File: src/rtl/tdm_rx_pkg.sv
package tdm_rx_pkg;
   // channel select encoding used by the steering logic
   typedef enum logic {
      CH_A = 1'b0,
      CH_B = 1'b1
   } rx_ch_e;

   // index width for a count of n items, at least one bit
   function automatic int unsigned idx_bits(input int unsigned n);
      return (n < 2) ? 1 : $clog2(n);
   endfunction
endpackage

File: src/rtl/tdm_rx_timing.sv
module tdm_rx_timing #(
   parameter int unsigned SLOT_W = 16,
   parameter int unsigned SLOTS  = 8,
   parameter int unsigned PW     = 4,
   parameter int unsigned SW     = 3
) (
   input  logic          clk,
   input  logic          rst_n,
   input  logic          bclk,
   input  logic          fsync,
   output logic          tick,
   output logic [PW-1:0] pos_cur,
   output logic [SW-1:0] slot_cur,
   output logic          last_bit,
   output logic          frame_end
);
   localparam logic [PW-1:0] POS_LAST  = PW'(SLOT_W - 1);
   localparam logic [SW-1:0] SLOT_LAST = SW'(SLOTS - 1);

   logic          bclk_q;
   logic [PW-1:0] pos_q;
   logic [SW-1:0] slot_q;

   // falling bit-clock edge seen in the system domain
   assign tick      = bclk_q & ~bclk;
   assign pos_cur   = fsync ? '0 : pos_q;
   assign slot_cur  = fsync ? '0 : slot_q;
   assign last_bit  = (pos_cur == POS_LAST);
   assign frame_end = last_bit && (slot_cur == SLOT_LAST);

   always_ff @(posedge clk or negedge rst_n) begin
      if (!rst_n) begin
         bclk_q <= 1'b0;
         pos_q  <= '0;
         slot_q <= '0;
      end else begin
         bclk_q <= bclk;
         if (tick) begin
            if (last_bit) begin
               pos_q  <= '0;
               slot_q <= (slot_cur == SLOT_LAST) ? '0 : slot_cur + 1'b1;
            end else begin
               pos_q  <= pos_cur + 1'b1;
               slot_q <= slot_cur;
            end
         end
      end
   end
endmodule

File: src/rtl/tdm_rx_shift.sv
module tdm_rx_shift #(
   parameter int unsigned SLOT_W = 16
) (
   input  logic              clk,
   input  logic              rst_n,
   input  logic              tick,
   input  logic              sdata,
   output logic [SLOT_W-1:0] word
);
   logic [SLOT_W-1:0] sr_q;

   // the word including the bit arriving on this event
   assign word = {sr_q[SLOT_W-2:0], sdata};

   always_ff @(posedge clk or negedge rst_n) begin
      if (!rst_n) begin
         sr_q <= '0;
      end else if (tick) begin
         sr_q <= word;
      end
   end
endmodule

File: src/rtl/tdm_rx_ctrl.sv
module tdm_rx_ctrl
   import tdm_rx_pkg::*;
#(
   parameter int unsigned SLOT_W = 16,
   parameter int unsigned SLOTS  = 8,
   parameter int unsigned PW     = 4,
   parameter int unsigned SW     = 3,
   parameter bit          DUAL   = 1'b1
) (
   input  logic             clk,
   input  logic             rst_n,
   input  logic             glb_en,
   input  logic             rx_en,
   input  logic             two_ch,
   input  logic [SLOTS-1:0] slot_mask,
   input  logic             tick,
   input  logic [PW-1:0]    pos_cur,
   input  logic [SW-1:0]    slot_cur,
   input  logic             last_bit,
   input  logic             frame_end,
   input  logic [1:0]       full,
   input  logic             ovr_clr,
   output logic [1:0]       push,
   output logic             ovr
);
   // latest bit position at which a start still includes the slot
   localparam logic [PW-1:0] POS_START = PW'(SLOT_W - 3);

   logic   run_q;
   rx_ch_e sel_q;
   logic   capture;
   logic   drop;
   logic   steer;
   rx_ch_e tgt;

   generate
      if (DUAL) begin : g_dual
         assign steer = two_ch;
      end else begin : g_single
         assign steer = 1'b0;
      end
   endgenerate

   assign capture = tick && last_bit && run_q && glb_en && slot_mask[slot_cur];
   assign tgt     = steer ? sel_q : CH_A;
   assign drop    = capture && full[tgt];
   assign push[0] = capture && (tgt == CH_A) && !full[0];
   assign push[1] = capture && (tgt == CH_B) && !full[1];

   always_ff @(posedge clk or negedge rst_n) begin
      if (!rst_n) begin
         ovr <= 1'b0;
      end else if (drop) begin
         ovr <= 1'b1;
      end else if (ovr_clr) begin
         ovr <= 1'b0;
      end
   end

   always_ff @(posedge clk or negedge rst_n) begin
      if (!rst_n) begin
         run_q <= 1'b0;
         sel_q <= CH_A;
      end else if (!glb_en) begin
         run_q <= 1'b0;
         sel_q <= CH_A;
      end else if (run_q) begin
         if (tick && frame_end && !rx_en) begin
            run_q <= 1'b0;
            sel_q <= CH_A;
         end else if (capture && steer) begin
            sel_q <= (sel_q == CH_A) ? CH_B : CH_A;
         end
      end else if (rx_en && tick && (pos_cur <= POS_START)) begin
         run_q <= 1'b1;
         sel_q <= CH_A;
      end
   end
endmodule

File: src/rtl/tdm_rx_fifo.sv
module tdm_rx_fifo #(
   parameter int unsigned WIDTH = 16,
   parameter int unsigned DEPTH = 8,
   parameter int unsigned AW    = 3,
   parameter int unsigned CW    = 4
) (
   input  logic             clk,
   input  logic             rst_n,
   input  logic             push,
   input  logic [WIDTH-1:0] din,
   input  logic             pop_req,
   input  logic [CW-1:0]    wmark,
   output logic [WIDTH-1:0] dout,
   output logic [CW-1:0]    level,
   output logic             full,
   output logic             rdy
);
   localparam logic [CW-1:0] LVL_MAX = CW'(DEPTH);

   logic [WIDTH-1:0] mem_q [DEPTH];
   logic [AW-1:0]    wr_q;
   logic [AW-1:0]    rd_q;
   logic             pop;
   logic             wr_ok;
   logic [CW-1:0]    wm_eff;

   assign full   = (level == LVL_MAX);
   assign pop    = pop_req && (level != '0);
   assign wr_ok  = push && !full;
   assign dout   = (level != '0) ? mem_q[rd_q] : '0;
   assign wm_eff = (wmark == '0) ? CW'(1) : wmark;
   assign rdy    = (level >= wm_eff);

   always_ff @(posedge clk or negedge rst_n) begin
      if (!rst_n) begin
         wr_q  <= '0;
         rd_q  <= '0;
         level <= '0;
      end else begin
         if (wr_ok) wr_q <= wr_q + 1'b1;
         if (pop)   rd_q <= rd_q + 1'b1;
         if (wr_ok && !pop)      level <= level + 1'b1;
         else if (pop && !wr_ok) level <= level - 1'b1;
      end
   end

   always_ff @(posedge clk) begin
      if (wr_ok) mem_q[wr_q] <= din;
   end
endmodule

File: src/rtl/tdm_net_rx.sv
module tdm_net_rx
   import tdm_rx_pkg::*;
#(
   parameter int unsigned SLOT_W = 16,
   parameter int unsigned SLOTS  = 8,
   parameter int unsigned DEPTH  = 8,
   parameter bit          DUAL   = 1'b1,
   localparam int unsigned CW    = $clog2(DEPTH + 1)
) (
   input  logic                  clk,
   input  logic                  rst_n,
   input  logic                  bclk,
   input  logic                  fsync,
   input  logic                  sdata,
   input  logic                  glb_en,
   input  logic                  rx_en,
   input  logic                  two_ch,
   input  logic [SLOTS-1:0]      slot_mask,
   input  logic [CW-1:0]         wmark,
   input  logic [1:0]            rd_en,
   output logic [1:0][SLOT_W-1:0] rd_data,
   output logic [1:0][CW-1:0]    rx_level,
   output logic [1:0]            rx_full,
   output logic [1:0]            rx_rdy,
   input  logic                  ovr_clr,
   output logic                  ovr
);
   localparam int unsigned PW  = idx_bits(SLOT_W);
   localparam int unsigned SW  = idx_bits(SLOTS);
   localparam int unsigned AW  = idx_bits(DEPTH);
   localparam int unsigned NCH = DUAL ? 2 : 1;

   initial begin
      if (SLOT_W < 4)                $fatal(1, "SLOT_W must be at least 4");
      if (SLOTS < 2)                 $fatal(1, "SLOTS must be at least 2");
      if (DEPTH < 2)                 $fatal(1, "DEPTH must be at least 2");
      if ((DEPTH & (DEPTH - 1)) != 0) $fatal(1, "DEPTH must be a power of two");
   end

   logic              tick;
   logic [PW-1:0]     pos_cur;
   logic [SW-1:0]     slot_cur;
   logic              last_bit;
   logic              frame_end;
   logic [SLOT_W-1:0] word;
   logic [1:0]        push;

   tdm_rx_timing #(.SLOT_W(SLOT_W), .SLOTS(SLOTS), .PW(PW), .SW(SW)) u_timing (
      .clk       (clk),
      .rst_n     (rst_n),
      .bclk      (bclk),
      .fsync     (fsync),
      .tick      (tick),
      .pos_cur   (pos_cur),
      .slot_cur  (slot_cur),
      .last_bit  (last_bit),
      .frame_end (frame_end)
   );

   tdm_rx_shift #(.SLOT_W(SLOT_W)) u_shift (
      .clk   (clk),
      .rst_n (rst_n),
      .tick  (tick),
      .sdata (sdata),
      .word  (word)
   );

   tdm_rx_ctrl #(.SLOT_W(SLOT_W), .SLOTS(SLOTS), .PW(PW), .SW(SW), .DUAL(DUAL)) u_ctrl (
      .clk       (clk),
      .rst_n     (rst_n),
      .glb_en    (glb_en),
      .rx_en     (rx_en),
      .two_ch    (two_ch),
      .slot_mask (slot_mask),
      .tick      (tick),
      .pos_cur   (pos_cur),
      .slot_cur  (slot_cur),
      .last_bit  (last_bit),
      .frame_end (frame_end),
      .full      (rx_full),
      .ovr_clr   (ovr_clr),
      .push      (push),
      .ovr       (ovr)
   );

   generate
      for (genvar c = 0; c < 2; c++) begin : g_ch
         if (c < NCH) begin : g_fifo
            tdm_rx_fifo #(.WIDTH(SLOT_W), .DEPTH(DEPTH), .AW(AW), .CW(CW)) u_fifo (
               .clk     (clk),
               .rst_n   (rst_n),
               .push    (push[c]),
               .din     (word),
               .pop_req (rd_en[c]),
               .wmark   (wmark),
               .dout    (rd_data[c]),
               .level   (rx_level[c]),
               .full    (rx_full[c]),
               .rdy     (rx_rdy[c])
            );
         end else begin : g_none
            assign rd_data[c]  = '0;
            assign rx_level[c] = '0;
            assign rx_full[c]  = 1'b0;
            assign rx_rdy[c]   = 1'b0;
         end
      end
   endgenerate
endmodule

File: config.mk
export PLATFORM = sky130hd
export DESIGN_NAME = tdm_net_rx
export DESIGN_NICKNAME = d
export VERILOG_FILES = /design/src/rtl/tdm_rx_pkg.sv /design/src/rtl/tdm_rx_timing.sv /design/src/rtl/tdm_rx_shift.sv /design/src/rtl/tdm_rx_ctrl.sv /design/src/rtl/tdm_rx_fifo.sv /design/src/rtl/tdm_net_rx.sv
export SDC_FILE = /design/constraint.sdc
export NUM_CORES = 1
export LEC_CHECK = 0
export BUFFER_PORTS_ARGS = -buffer_cell sky130_fd_sc_hd__clkbuf_2
export CAP_MARGIN = 20
export CORE_UTILIZATION = 30
export CTS_CLUSTER_DIAMETER = 50
export DETAILED_ROUTE_END_ITERATION = 10
export MAX_ROUTING_LAYER = met4
export PLACE_DENSITY = 0.42
export SLEW_MARGIN = 25
export SYNTH_ARGS = -nofsm -noshare
export SYNTH_HDL_FRONTEND = slang
export SYNTH_SLANG_ARGS = --single-unit
export TNS_END_PERCENT = 5
File: constraint.sdc
create_clock -name clk -period 5.6 [get_ports clk]
set_input_delay 0 -clock clk [delete_from_list [all_inputs] [get_ports clk]]
set_output_delay 0 -clock clk [all_outputs]
set_load 0.01 [all_outputs]
==> metrics.md, run 1 <==
| Metric | Value |
|---|---|
| Routed wire length | between 20 and 30 mm |
| Maximum clock rate | a little under 300 MHz |
| Period minus WS final | 3.39 ns |
| Die Wd | about 210 um |
| Final Cycle Share | 0.606 |
| GR Util All Layers | 0.138 |
| Critical Path End Type | flip-flop |
| Sw power | between 2 and 2.5 mW |
| Met3 Use GR | 0.0266 |
| RR Endpoint | g_ch[0].g_fifo.u_fifo.level[3] |
| Slew HR | 0.392 |
| Synthesized instance count | around 700 |
| Seq cells post-synth | between 300 and 400 |
| Hold Vio Cnt, Final | 0 |
| Final setup viols | 0 |
| Clock slew at reported path FFs | 0.06 ns |
| Core footprint | 40900 um2 |
| Worst Skew | between 0.01 and 0.015 ns |
| HPWL Detailed | approximately 17 mm |
| N_diodes | 0 |
| Die height | around 200 um |
| Largest net degree at the start of global routing | between 40 and 50 |
| CP arrival | 3.79 ns |
| Yosys cell types | 47 |
| Port Buffer Count | 67 |
| TNS Setup | 0 ns |
| Post-route ant nets | 0 |
| Grt peak-use layer | met2 |
| Critical path peak fanout | 7 |
| Vias | 6412 |
| Setup CP Type | flip-flop to flip-flop |
| GRT overflow | 0 |
| Worst R2R Path Depth | 15 |
| Routed len/inst | ~20 um |
| Clock Tree Buf Depth | 3 |
| Root Driver | clkbuf_16 |
| RSZ-0062 raised after global routing | no |
| Area grow syn2layout | 20.8% |
| Crit path required time | approximately 6.0 ns |
| Initial antenna violation count | 0 |
| Synth area leader | edfxtp_1 |
| Post-synth EDFFs | between 200 and 300 |
| Setup crit end | g_ch[0].g_fifo.u_fifo.level[3] |
| Nets | 849 |
| Post-synth net total | between 700 and 800 |
| Initial drt markers | about 360 |
| Vias in the first global route | about 6900 |
| Crit path from | u_timing.pos_q[0] |
| Internal power | a little over 5 mW |
| H-tree depth | 2 |
| Status | completed |
| Max rail drop VDD | roughly 0.21 mV |
| Flop pwr share | 0.410 |
| CTS tree | yes |
| DR vias/cell | ~4.7 |
| Met2 Use GR | 0.235 |
| Post-synth top flop | edfxtp_1 |
| Crit path launch type | flip-flop |
| Power share of the clock group | 0.350 |
| R2R setup slack | roughly 2.2 ns |
| Max-slew violations | 0 |
| Worst-Margin Slew | approximately 0.91 ns |
| Top cells by area, synth | edfxtp_1, mux4_2, dfrtp_1, mux2i_1, ha_1 |
| Syn Area/Cell | approximately 18 um2 |
| I/O pin total | 68 |
| FP Rows | 74 |
| Combinational share of power | 0.239 |
| Num CTS Buffers | 39 |
| # DRC | 0 |
| Max_cap viols | 0 |
| Die ar. | 42400 um2 |
| Sw frac | 0.298 |
| Yosys warns | 0 |
| Global-route wire length before repair | roughly 42 mm |
| Post-Syn Area | 12500 um2 |
| Share of cells above drive strength 1 | 0.303 |
| Post-Route Utilization | 0.368 |
| Worst-skew pair later-pin latency | 0.51 ns |
| DR pass1 iterations | 4 |
| Met1 Track Usage GR | 0.164 |
| Worst hold path class | input pin to asynchronous set/reset pin |
| Yosys top cell area share | 0.617 |
| Register area share after synthesis | 0.709 |
| Initial core utilization | 0.305 |
| CTS sink cnt | roughly 300 |
| Synth async-reset ratio | 0.152 |
| Worst R2R Start | u_timing.pos_q[0] |
| Static Leakage | about 5.4 nW |
| RD Place Congestion | 0.763 |
| Power density over the cells | ~480 nW/um2 |
## cells in the final DEF, fill, tap and decap left out, drive strengths merged, types with 7 or more instances in the layout
cell / netlist / layout
edfxtp: 256 / 256
clkbuf: 17 / 113
nand2: 66 / 66
mux4: 64 / 64
dfrtp: 46 / 46
nor2: 42 / 42
mux2i: 32 / 32
buf: 18 / 24
ha: 23 / 23
inv: 13 / 18
xnor2: 15 / 15
o21ai: 13 / 13
clkinv: 0 / 13
dlygate4sd3: 0 / 12
mux2: 9 / 9
nor2b: 8 / 8
nand2b: 8 / 8
a21oi: 7 / 7
nand3: 7 / 7
nor4: 7 / 7
## worst max-delay path: stages (launching register included)
cell     delay, ns
dfrtp_1       0.35
nor2b_1       0.27
ha_1          0.28
and2_1        0.17
nand3_1       0.13
nor4_4        0.48
nand2_4       0.21
inv_1         0.11
ha_1          0.19
inv_1         0.10
ha_1          0.28
a21o_1        0.18
a21oi_1       0.18
xnor2_1       0.14
nor2_1        0.07
xor2_1        0.14
## area by class of cell
cell class	instances	area [um2]
clock buffer	46	1050
clock inverter	25	268
fill	3852	25900
inverter	13	48.8
multi-input combinational	342	3530
sequential	302	8840
tap	532	666
timing repair buffer	103	643
## how the worst min path moves through the flow
stage,to,startpoint,slack [ns]
2_1_floorplan,g_ch[0].g_fifo.u_fifo.level[0],rst_n,-0.30
3_3_place_gp,u_timing.bclk_q,bclk,0.14
3_5_place_dp,u_timing.bclk_q,bclk,0.15
4_1_cts,u_timing.bclk_q,bclk,0.13
5_1_grt,u_timing.bclk_q,bclk,0.16
6_report,u_ctrl.ovr,rst_n,0.13
## timing repair
action,in CTS,in global routing
buffers inserted,0,0
endpoints found under the hold margin,93,0
endpoints found under the setup margin,0,0
resized for setup,0,0
hold buffers,12,0
## state kept, by name (all words and copies together) (netlist names)
| signal | cells |
|---|---|
| u_timing.pos_q | 4 |
| g_ch.g_fifo.u_fifo.wr_q | 6 |
| u_ctrl.sel_q | 1 |
| g_ch.g_fifo.u_fifo.mem_q | 256 |
| u_timing.slot_q | 3 |
| u_shift.sr_q | 15 |
| u_timing.bclk_q | 1 |
| u_ctrl.run_q | 1 |
| g_ch.g_fifo.u_fifo.rd_q | 6 |
| u_ctrl.ovr | 1 |
| g_ch.g_fifo.u_fifo.level | 8 |
## metrics by stage
stage | cells | cell area, um2 | power [mW] | hold WS, ns | worst slack (ns)
floorplan | 692 | 12500 | 4.09 | -0.296 | 1.97
global placement | 1278 | 13600 | 4.73 | 0.145 | 2.27
detailed placement | 1278 | 13600 | 4.77 | 0.146 | 2.19
CTS | 1361 | 15000 | 7.32 | 0.134 | 2.17
global route | 1363 | 15100 | 7.55 | 0.159 | 1.90
finish | 1363 | 15100 | 7.16 | 0.134 | 2.21
## cell families (layout without fill, tap and decap cells)
logic type / count (synthesis) / count (layout) / share of synthesized area
xor+xnor: 17 / 17 / 0.0119
mux: 105 / 105 / 0.151
buf+inv: 48 / 187 / 0.0170
fa+ha+maj: 25 / 25 / 0.0263
compound gates: 30 / 30 / 0.0156
flops: 302 / 302 / 0.709
simple gates: 165 / 165 / 0.0694
## layer usage
metal	share of wire	vias up
met5	0	-
met4	0.021	0
met3	0.043	46
met2	0.51	126
met1	0.42	3338
li1	-	2902
## cells in the mapped netlist (all sizes together), types with 3 or more instances
cell type and instances:
edfxtp 256, nand2 66, mux4 64, dfrtp 46
nor2 42, mux2i 32, ha 23, buf 18
clkbuf 17, xnor2 15, inv 13, o21ai 13
mux2 9, nand2b 8, nor2b 8, a21oi 7
nand3 7, nor4 7, nor3 6, nor3b 6
nor4b 6, nand3b 3
## power by group through the flow
stage	sequential (mW)	clock [mW]	combinational, mW
2_1_floorplan	2.78	0	1.31
3_3_place_gp	2.99	0	1.75
3_5_place_dp	3.01	0	1.76
4_1_cts	2.96	2.58	1.77
5_1_grt	2.98	2.67	1.90
6_report	2.94	2.51	1.71
(Power assumes the default switching activity.)
==> inputs of run 2 (changes only) <==
--- a/config.mk
+++ b/config.mk
@@ -11,7 +11,7 @@
 export CTS_CLUSTER_DIAMETER = 50
 export DETAILED_ROUTE_END_ITERATION = 10
 export MAX_ROUTING_LAYER = met4
-export PLACE_DENSITY = 0.42
+export PLACE_DENSITY = 0.44
 export SLEW_MARGIN = 25
 export SYNTH_ARGS = -nofsm -noshare
 export SYNTH_HDL_FRONTEND = slang
==> constraint.sdc (replaced) <==
create_clock -name clk -period 2.7 [get_ports clk]
set_input_delay 0 -clock clk [delete_from_list [all_inputs] [get_ports clk]]
set_output_delay 0 -clock clk [all_outputs]
set_load 0.01 [all_outputs]
==> metrics.md, run 2 (synthesis results as in run 1) <==
| Metric | Value |
|---|---|
| Status | finished, violations left |
| Violated checks | negative setup slack |
| Hold Vio Cnt, Final | 0 (unchanged) |
| # DRC | 0 (unchanged) |
| Dpl cell area | 14000 um2 (+3.4%) |
| Port Buffer Count | 67 (unchanged) |
| Crit path required time | 3.08 ns (-2.91 ns) |
| Num CTS Buffers | 37 (-5.1%) |
| H-tree depth | 2 (unchanged) |
| Core footprint | 40900 um2 (unchanged) |
| Worst Hold End | g_ch[1].g_fifo.u_fifo.wr_q[2] |
| Maximum clock rate | 366 MHz (+24%) |
| FP Rows | 74 (unchanged) |
| Critical path peak fanout | 3 (-4) |
| Clock Tree Buf Depth | 3 (unchanged) |
| Final Cycle Share | 1.01 (+0.407) |
| Area grow syn2layout | 25.1% |
| Top flop regs | g_ch.g_fifo.u_fifo.mem_q x256, u_shift.sr_q x15, g_ch.g_fifo.u_fifo.level x8 |
| Met2 Use GR | 0.243 (+0.00818) |
| TNS Setup | -0.0355 ns (-0.0355 ns) |
| Met3 Use GR | 0.0253 (-0.00127) |
| Commonest cells after routing, fill and taps aside | edfxtp_1, clkbuf_2, mux4_2, nand2_1, dfrtp_1 |
| Worst-skew pair later-pin latency | 0.52 ns (about the same) |
| RSZ-0062 raised after global routing | yes |
| Max-slew violations | 0 (unchanged) |
| Worst Hold Launch | two_ch |
| R2R setup slack | -0.04 ns (-2.24 ns) |
| Fin area | 15600 um2 (+3.6%) |
| Max_cap viols | 0 (unchanged) |
| Crit path launch type | flip-flop |
| Met1 Track Usage GR | 0.171 (+0.00695) |
| Nets | 882 (+3.9%) |
| Sw power | 4.41 mW (+110%) |
| Worst R2R Path Depth | 16 (+1) |
| Grt peak-use layer | met2 |
| RR Endpoint | g_ch[1].g_fifo.u_fifo.level[3] |
| DR vias/cell | 4.70 (-0.11%) |
| HPWL Detailed | 16.9 mm (+1.3%) |
| Static Leakage | 5.63 nW (+3.8%) |
| Max rail drop VDD | 0.415 mV (+93%) |
| Internal power | 10.4 mW (+110%) |
| Worst Skew | 0.0228 ns (+0.0106 ns) |
| Hold depth | 6 |
| Worst hold path class | input pin to flip-flop |
| Power density over the cells | 953 nW/um2 (+100%) |
| Worst R2R Start | u_timing.slot_q[0] |
| CTS tree | yes |
| Largest register FFs | 256 (unchanged) |
| GRT overflow | 0 (unchanged) |
| DR pass1 iterations | 4 (unchanged) |
| Period minus WS final | 2.74 ns (-0.658 ns) |
| Root Driver | clkbuf_16 |
| N_diodes | 0 (unchanged) |
| Post-Route Utilization | 0.381 (+0.0134) |
| Die Wd | 206 um (unchanged) |
| Final setup viols | 1 (+1) |
| Routed wire length | 28.0 mm (+2.7%) |
| Combinational share of power | 0.269 (+0.030) |
| Global-route wire length before repair | 43.1 mm (+3.6%) |
| Setup CP Type | flip-flop to flip-flop |
| Slack of the critical path | -0.0355 ns (-2.24 ns) |
| Total power | 14.9 mW (+110%) |
| Initial antenna violation count | 0 (unchanged) |
| Most common cell after layout, fill and taps aside | edfxtp_1 |
| Routed len/inst | 20.1 um (+0.34%) |
| Sw frac | 0.297 (-0.00152) |
| Initial drt markers | 337 (-5.3%) |
| Die height | 206 um (unchanged) |
| Largest net degree at the start of global routing | 34 (-28%) |
| Initial core utilization | 0.305 (unchanged) |
| RD Place Congestion | 0.743 (-2.7%) |
| Power share of the clock group | 0.331 (-0.019) |
| Slew HR | 0.422 (+0.0300) |
| Most flops, register | g_ch.g_fifo.u_fifo.mem_q |
| Post-route ant nets | 0 (unchanged) |
| Worst-Margin Slew | 0.866 ns (-0.0450 ns) |
| Flop pwr share | 0.400 (-0.010) |
| Critical Path End Type | flip-flop |
| Vias in the first global route | 7227 (+4.2%) |
| Die ar. | 42400 um2 (unchanged) |
| CP arrival | 3.12 ns (-0.67 ns) |
| GR Util All Layers | 0.142 (+0.00448) |
| Clock slew at reported path FFs | 0.06 ns (about the same) |
| CTS sink cnt | 302 (unchanged) |
| I/O pin total | 68 (unchanged) |
| Vias | 6555 (+2.2%) |
| Share of cells above drive strength 1 | 0.345 (+0.0421) |
## run 2: cell count changes in the layout (fill, tap and decap cells not counted), sizes merged
cell,change
clkinvlp,-2
dlygate4sd3,-1
buf,+36
inv,+2
bufinv,-1
clkinv,-2
## run 2: critical path: stages (launching register included)
cell and delay (ns):
dfrtp_1 0.43, buf_6 0.14, mux2_4 0.30, o22ai_4 0.20
nor4_4 0.07, buf_4 0.16, buf_12 0.12, nand2_4 0.06
inv_4 0.04, ha_4 0.15, inv_4 0.05, ha_4 0.18
a21o_1 0.16, a21oi_2 0.16, xnor2_1 0.15, nor2_1 0.08
xor2_1 0.15
## run 2: power by group through the flow
stage / logic, mW / clock network, mW / registers, mW
finish: 3.99 / 4.93 / 5.94
floorplan: 2.72 / 0 / 5.77
global placement: 3.91 / 0 / 6.02
CTS: 4.09 / 5.06 / 5.96
detailed placement: 3.98 / 0 / 6.06
global route: 4.42 / 5.23 / 6.01
## run 2: timing repair
item	4_1_cts	5_1_grt
gates resized for setup	21	9
pin swaps	12	13
buffers inserted	2	4
endpoints found under the hold margin	58	0
gates cloned	0	0
hold buffers	11	0
setup endpoints to repair	2	3
## run 2: how the worst max path moves through the flow
stage	start	endpoint	cells past startpoint
3_5_place_dp	u_timing.slot_q[0]	g_ch[1].g_fifo.u_fifo.level[3]	15
2_1_floorplan	u_timing.pos_q[0]	g_ch[1].g_fifo.u_fifo.mem_q[1][0]	7
3_3_place_gp	u_timing.pos_q[1]	g_ch[0].g_fifo.u_fifo.level[3]	16
6_report	u_timing.slot_q[0]	g_ch[1].g_fifo.u_fifo.level[3]	16
4_1_cts	u_timing.pos_q[0]	g_ch[0].g_fifo.u_fifo.level[3]	16
5_1_grt	u_timing.slot_q[0]	g_ch[1].g_fifo.u_fifo.level[3]	16
## run 2: layer usage
| layer | routed length, um | vias up |
|---|---|---|
| met5 | 0 | - |
| li1 | - | 2977 |
| met1 | 11900 | 3429 |
| met4 | 576 | 0 |
| met3 | 969 | 40 |
| met2 | 14600 | 109 |
## run 2: metrics by stage
step,hold WS (ns),std cells,setup WS [ns]
finish,0.0645,1395,-0.0355
global route,0.0997,1395,-0.164
CTS,0.0531,1391,-0.0118
detailed placement,0.144,1310,-0.0901
global placement,0.130,1310,-0.00917
floorplan,-0.296,692,-0.351
## run 2: area by class of cell
class	instances	area, um2
timing repair buffer	138	1130
fill	3775	25300
clock inverter	22	216
multi-input combinational	342	3670
tap	532	666
inverter	13	56.3
sequential	302	8840
clock buffer	46	1020
==> inputs of run 3 (changes only) <==
--- a/config.mk
+++ b/config.mk
@@ -10,6 +10,7 @@
 export CORE_UTILIZATION = 30
 export CTS_CLUSTER_DIAMETER = 50
 export DETAILED_ROUTE_END_ITERATION = 10
+export HOLD_SLACK_MARGIN = 0.1
 export MAX_ROUTING_LAYER = met4
 export PLACE_DENSITY = 0.44
 export SLEW_MARGIN = 25
==> metrics.md, run 3 (synthesis results as in run 1) <==
| Metric | Value |
|---|---|
| Status | finished, violations left |
| Violated checks | negative setup slack |
| Die Wd | 206 um (unchanged) |
| Post-route ant nets | 0 (unchanged) |
| Power density over the cells | 952 nW/um2 (about the same) |
| Final std cells w/o fill | 1396 (+0.072%) |
| Initial core utilization | 0.305 (unchanged) |
| Crit path launch type | flip-flop |
| N_diodes | 0 (unchanged) |
| Maximum clock rate | 366 MHz (+0.24%) |
| Most flops, register | g_ch.g_fifo.u_fifo.mem_q |
| H-tree depth | 2 (unchanged) |
| Vias in the first global route | 7211 (-0.22%) |
| TNS Setup | -0.0289 ns (+0.00656 ns) |
| Critical path peak fanout | 3 (unchanged) |
| Setup CP Type | flip-flop to flip-flop |
| Largest register FFs | 256 (unchanged) |
| Routed len/inst | 20.1 um (about the same) |
| Clock slew at reported path FFs | 0.06 ns (about the same) |
| Max_cap viols | 0 (unchanged) |
| Worst-Margin Slew | 0.860 ns (-0.00588 ns) |
| Top flop regs | g_ch.g_fifo.u_fifo.mem_q x256, u_shift.sr_q x15, g_ch.g_fifo.u_fifo.level x8 |
| Worst R2R Start | u_timing.slot_q[0] |
| Final setup viols | 1 (unchanged) |
| CTS tree | yes |
| Dpl cell area | 14000 um2 (unchanged) |
| Slowest stage delay, CP | 0.43 ns (about the same) |
| GRT overflow | 0 (unchanged) |
| Max-slew violations | 0 (unchanged) |
| Routed wire length | 28.1 mm (+0.16%) |
| DR vias/cell | 4.72 (+0.40%) |
| Area of the multi-input gates | 3670 um2 (unchanged) |
| Final Cycle Share | 1.01 (-0.00243) |
| Num CTS Buffers | 37 (unchanged) |
| Buf/Inv on CP | 5 (unchanged) |
| RD Place Congestion | 0.743 (unchanged) |
| Die ar. | 42400 um2 (unchanged) |
| Top delay family on crit path | compound AO/OA/AOI/OAI gates |
| Critical Path End Type | flip-flop |
| CP arrival | 3.11 ns (about the same) |
| GR Util All Layers | 0.142 (unchanged) |
| R2R setup slack | -0.03 ns (about the same) |
| Highest-delay cell along the critical path | dfrtp_1 |
| Area grow syn2layout | 25.2% (about the same) |
| FILL cells | 3776 (+0.026%) |
| Largest net degree at the start of global routing | 34 (unchanged) |
| Die height | 206 um (unchanged) |
| Slack of the critical path | -0.0289 ns (+0.00656 ns) |
| Worst Skew | 0.0232 ns (+0.000403 ns) |
| Root Driver | clkbuf_16 |
| # DRC | 0 (unchanged) |
| Hold Vio Cnt, Final | 0 (unchanged) |
| Static Leakage | 5.63 nW (about the same) |
| Port Buffer Count | 67 (unchanged) |
| Slew HR | 0.426 (+0.00392) |
| Global-route wire length before repair | 43.1 mm (unchanged) |
| Worst-skew pair later-pin latency | 0.52 ns (about the same) |
| Vias | 6586 (+0.47%) |
| RR Endpoint | g_ch[1].g_fifo.u_fifo.level[3] |
| Crit path required time | 3.09 ns (about the same) |
| Most common cell after layout, fill and taps aside | edfxtp_1 |
| Placed Cells incl. Taps | 1310 (unchanged) |
| Total power | 14.9 mW (about the same) |
| Fin area | 15600 um2 (about the same) |
| FP Rows | 74 (unchanged) |
| Max rail drop VDD | 0.415 mV (about the same) |
| DR pass1 iterations | 4 (unchanged) |
| RSZ-0062 raised after global routing | yes |
| Worst R2R Path Depth | 16 (unchanged) |
| Share of cells above drive strength 1 | 0.345 (-0.000400) |
| Worst hold path class | input pin to asynchronous set/reset pin |
| Initial drt markers | 315 (-6.5%) |
| Register area | 8840 um2 (unchanged) |
| Nets | 883 (+0.11%) |
| Period minus WS final | 2.73 ns (-0.00656 ns) |
| Initial antenna violation count | 0 (unchanged) |
| I/O pin total | 68 (unchanged) |
| Commonest cells after routing, fill and taps aside | edfxtp_1, clkbuf_2, mux4_2, nand2_1, dfrtp_1 |
| HPWL Detailed | 16.9 mm (unchanged) |
| Crit-path cells | buf_6 -> mux2_4 -> o22ai_4 -> nor4_4 -> buf_4 -> buf_12 -> nand2_4 -> inv_4 -> ha_4 -> inv_4 -> ha_4 -> a21o_1 -> a21oi_2 -> xnor2_1 -> nor2_1 -> xor2_1 |
| CTS sink cnt | 302 (unchanged) |
| Clock Tree Buf Depth | 3 (unchanged) |
| Core footprint | 40900 um2 (unchanged) |
==> run 3: cell types whose count changed in the layout (fill, tap and decap cells not counted), sizes merged <==
cell         delta
dlygate4sd3     +1
==> run 3: where the power goes <==
group / total, mW / switching, mW / internal (mW)
sequential: 5.94 / 0.542 / 5.40
clock: 4.93 / 1.92 / 3.01
combinational: 3.99 / 1.95 / 2.04
total: 14.9 / 4.41 / 10.5
==> run 3: final cells by class <==
class,instances,share of cell area
Sequential cell,302,0.566
Multi-Input combinational cell,342,0.235
Timing Repair Buffer,139,0.0730
Clock buffer,46,0.0655
Tap cell,532,0.0426
Clock inverter,22,0.0139
Inverter,13,0.00361
==> run 3: routing by layer <==
| layer | up-vias | track usage | share of wire |
|---|---|---|---|
| met1 | 3458 | 0.171 | 0.42 |
| met5 | - | - | 0 |
| li1 | 2980 | - | - |
| met2 | 107 | 0.243 | 0.52 |
| met4 | 0 | 0.0439 | 0.020 |
| met3 | 41 | 0.0253 | 0.034 |
==> run 3: worst register-to-register path, stage by stage (launching register included) <==
cell     delay, ns
dfrtp_1       0.43
buf_6         0.14
mux2_4        0.30
o22ai_4       0.21
nor4_4        0.07
buf_4         0.16
buf_12        0.12
nand2_4       0.06
inv_4         0.04
ha_4          0.16
inv_4         0.05
ha_4          0.18
a21o_1        0.16
a21oi_2       0.16
xnor2_1       0.15
nor2_1        0.08
xor2_1        0.14
==> run 3: how the worst max path moves through the flow <==
stage / start / endpoint / depth (start not counted)
finish: u_timing.slot_q[0] / g_ch[1].g_fifo.u_fifo.level[3] / 16
floorplan: u_timing.pos_q[0] / g_ch[1].g_fifo.u_fifo.mem_q[1][0] / 7
CTS: u_timing.pos_q[0] / g_ch[0].g_fifo.u_fifo.level[3] / 16
detailed placement: u_timing.slot_q[0] / g_ch[1].g_fifo.u_fifo.level[3] / 15
global route: u_timing.slot_q[0] / g_ch[1].g_fifo.u_fifo.level[3] / 16
global placement: u_timing.pos_q[1] / g_ch[0].g_fifo.u_fifo.level[3] / 16
==> run 3: stage by stage <==
step	setup WS [ns]	util	hold WS, ns
after floorplan	-0.351	-	-0.296
after global placement	-0.00917	0.343	0.130
after detailed placement	-0.0901	0.343	0.144
after CTS	-0.0118	0.379	0.136
after global routing	-0.164	0.381	0.186
final	-0.0289	0.381	0.130
==> run 3: timing repair <==
item	in CTS	in global routing
hold buffers	12	0
gates resized for setup	21	9
buffers inserted	2	4
endpoints found under the setup margin	2	3
gates cloned	0	0
pin swaps	12	13
endpoints found under the hold margin	80	0
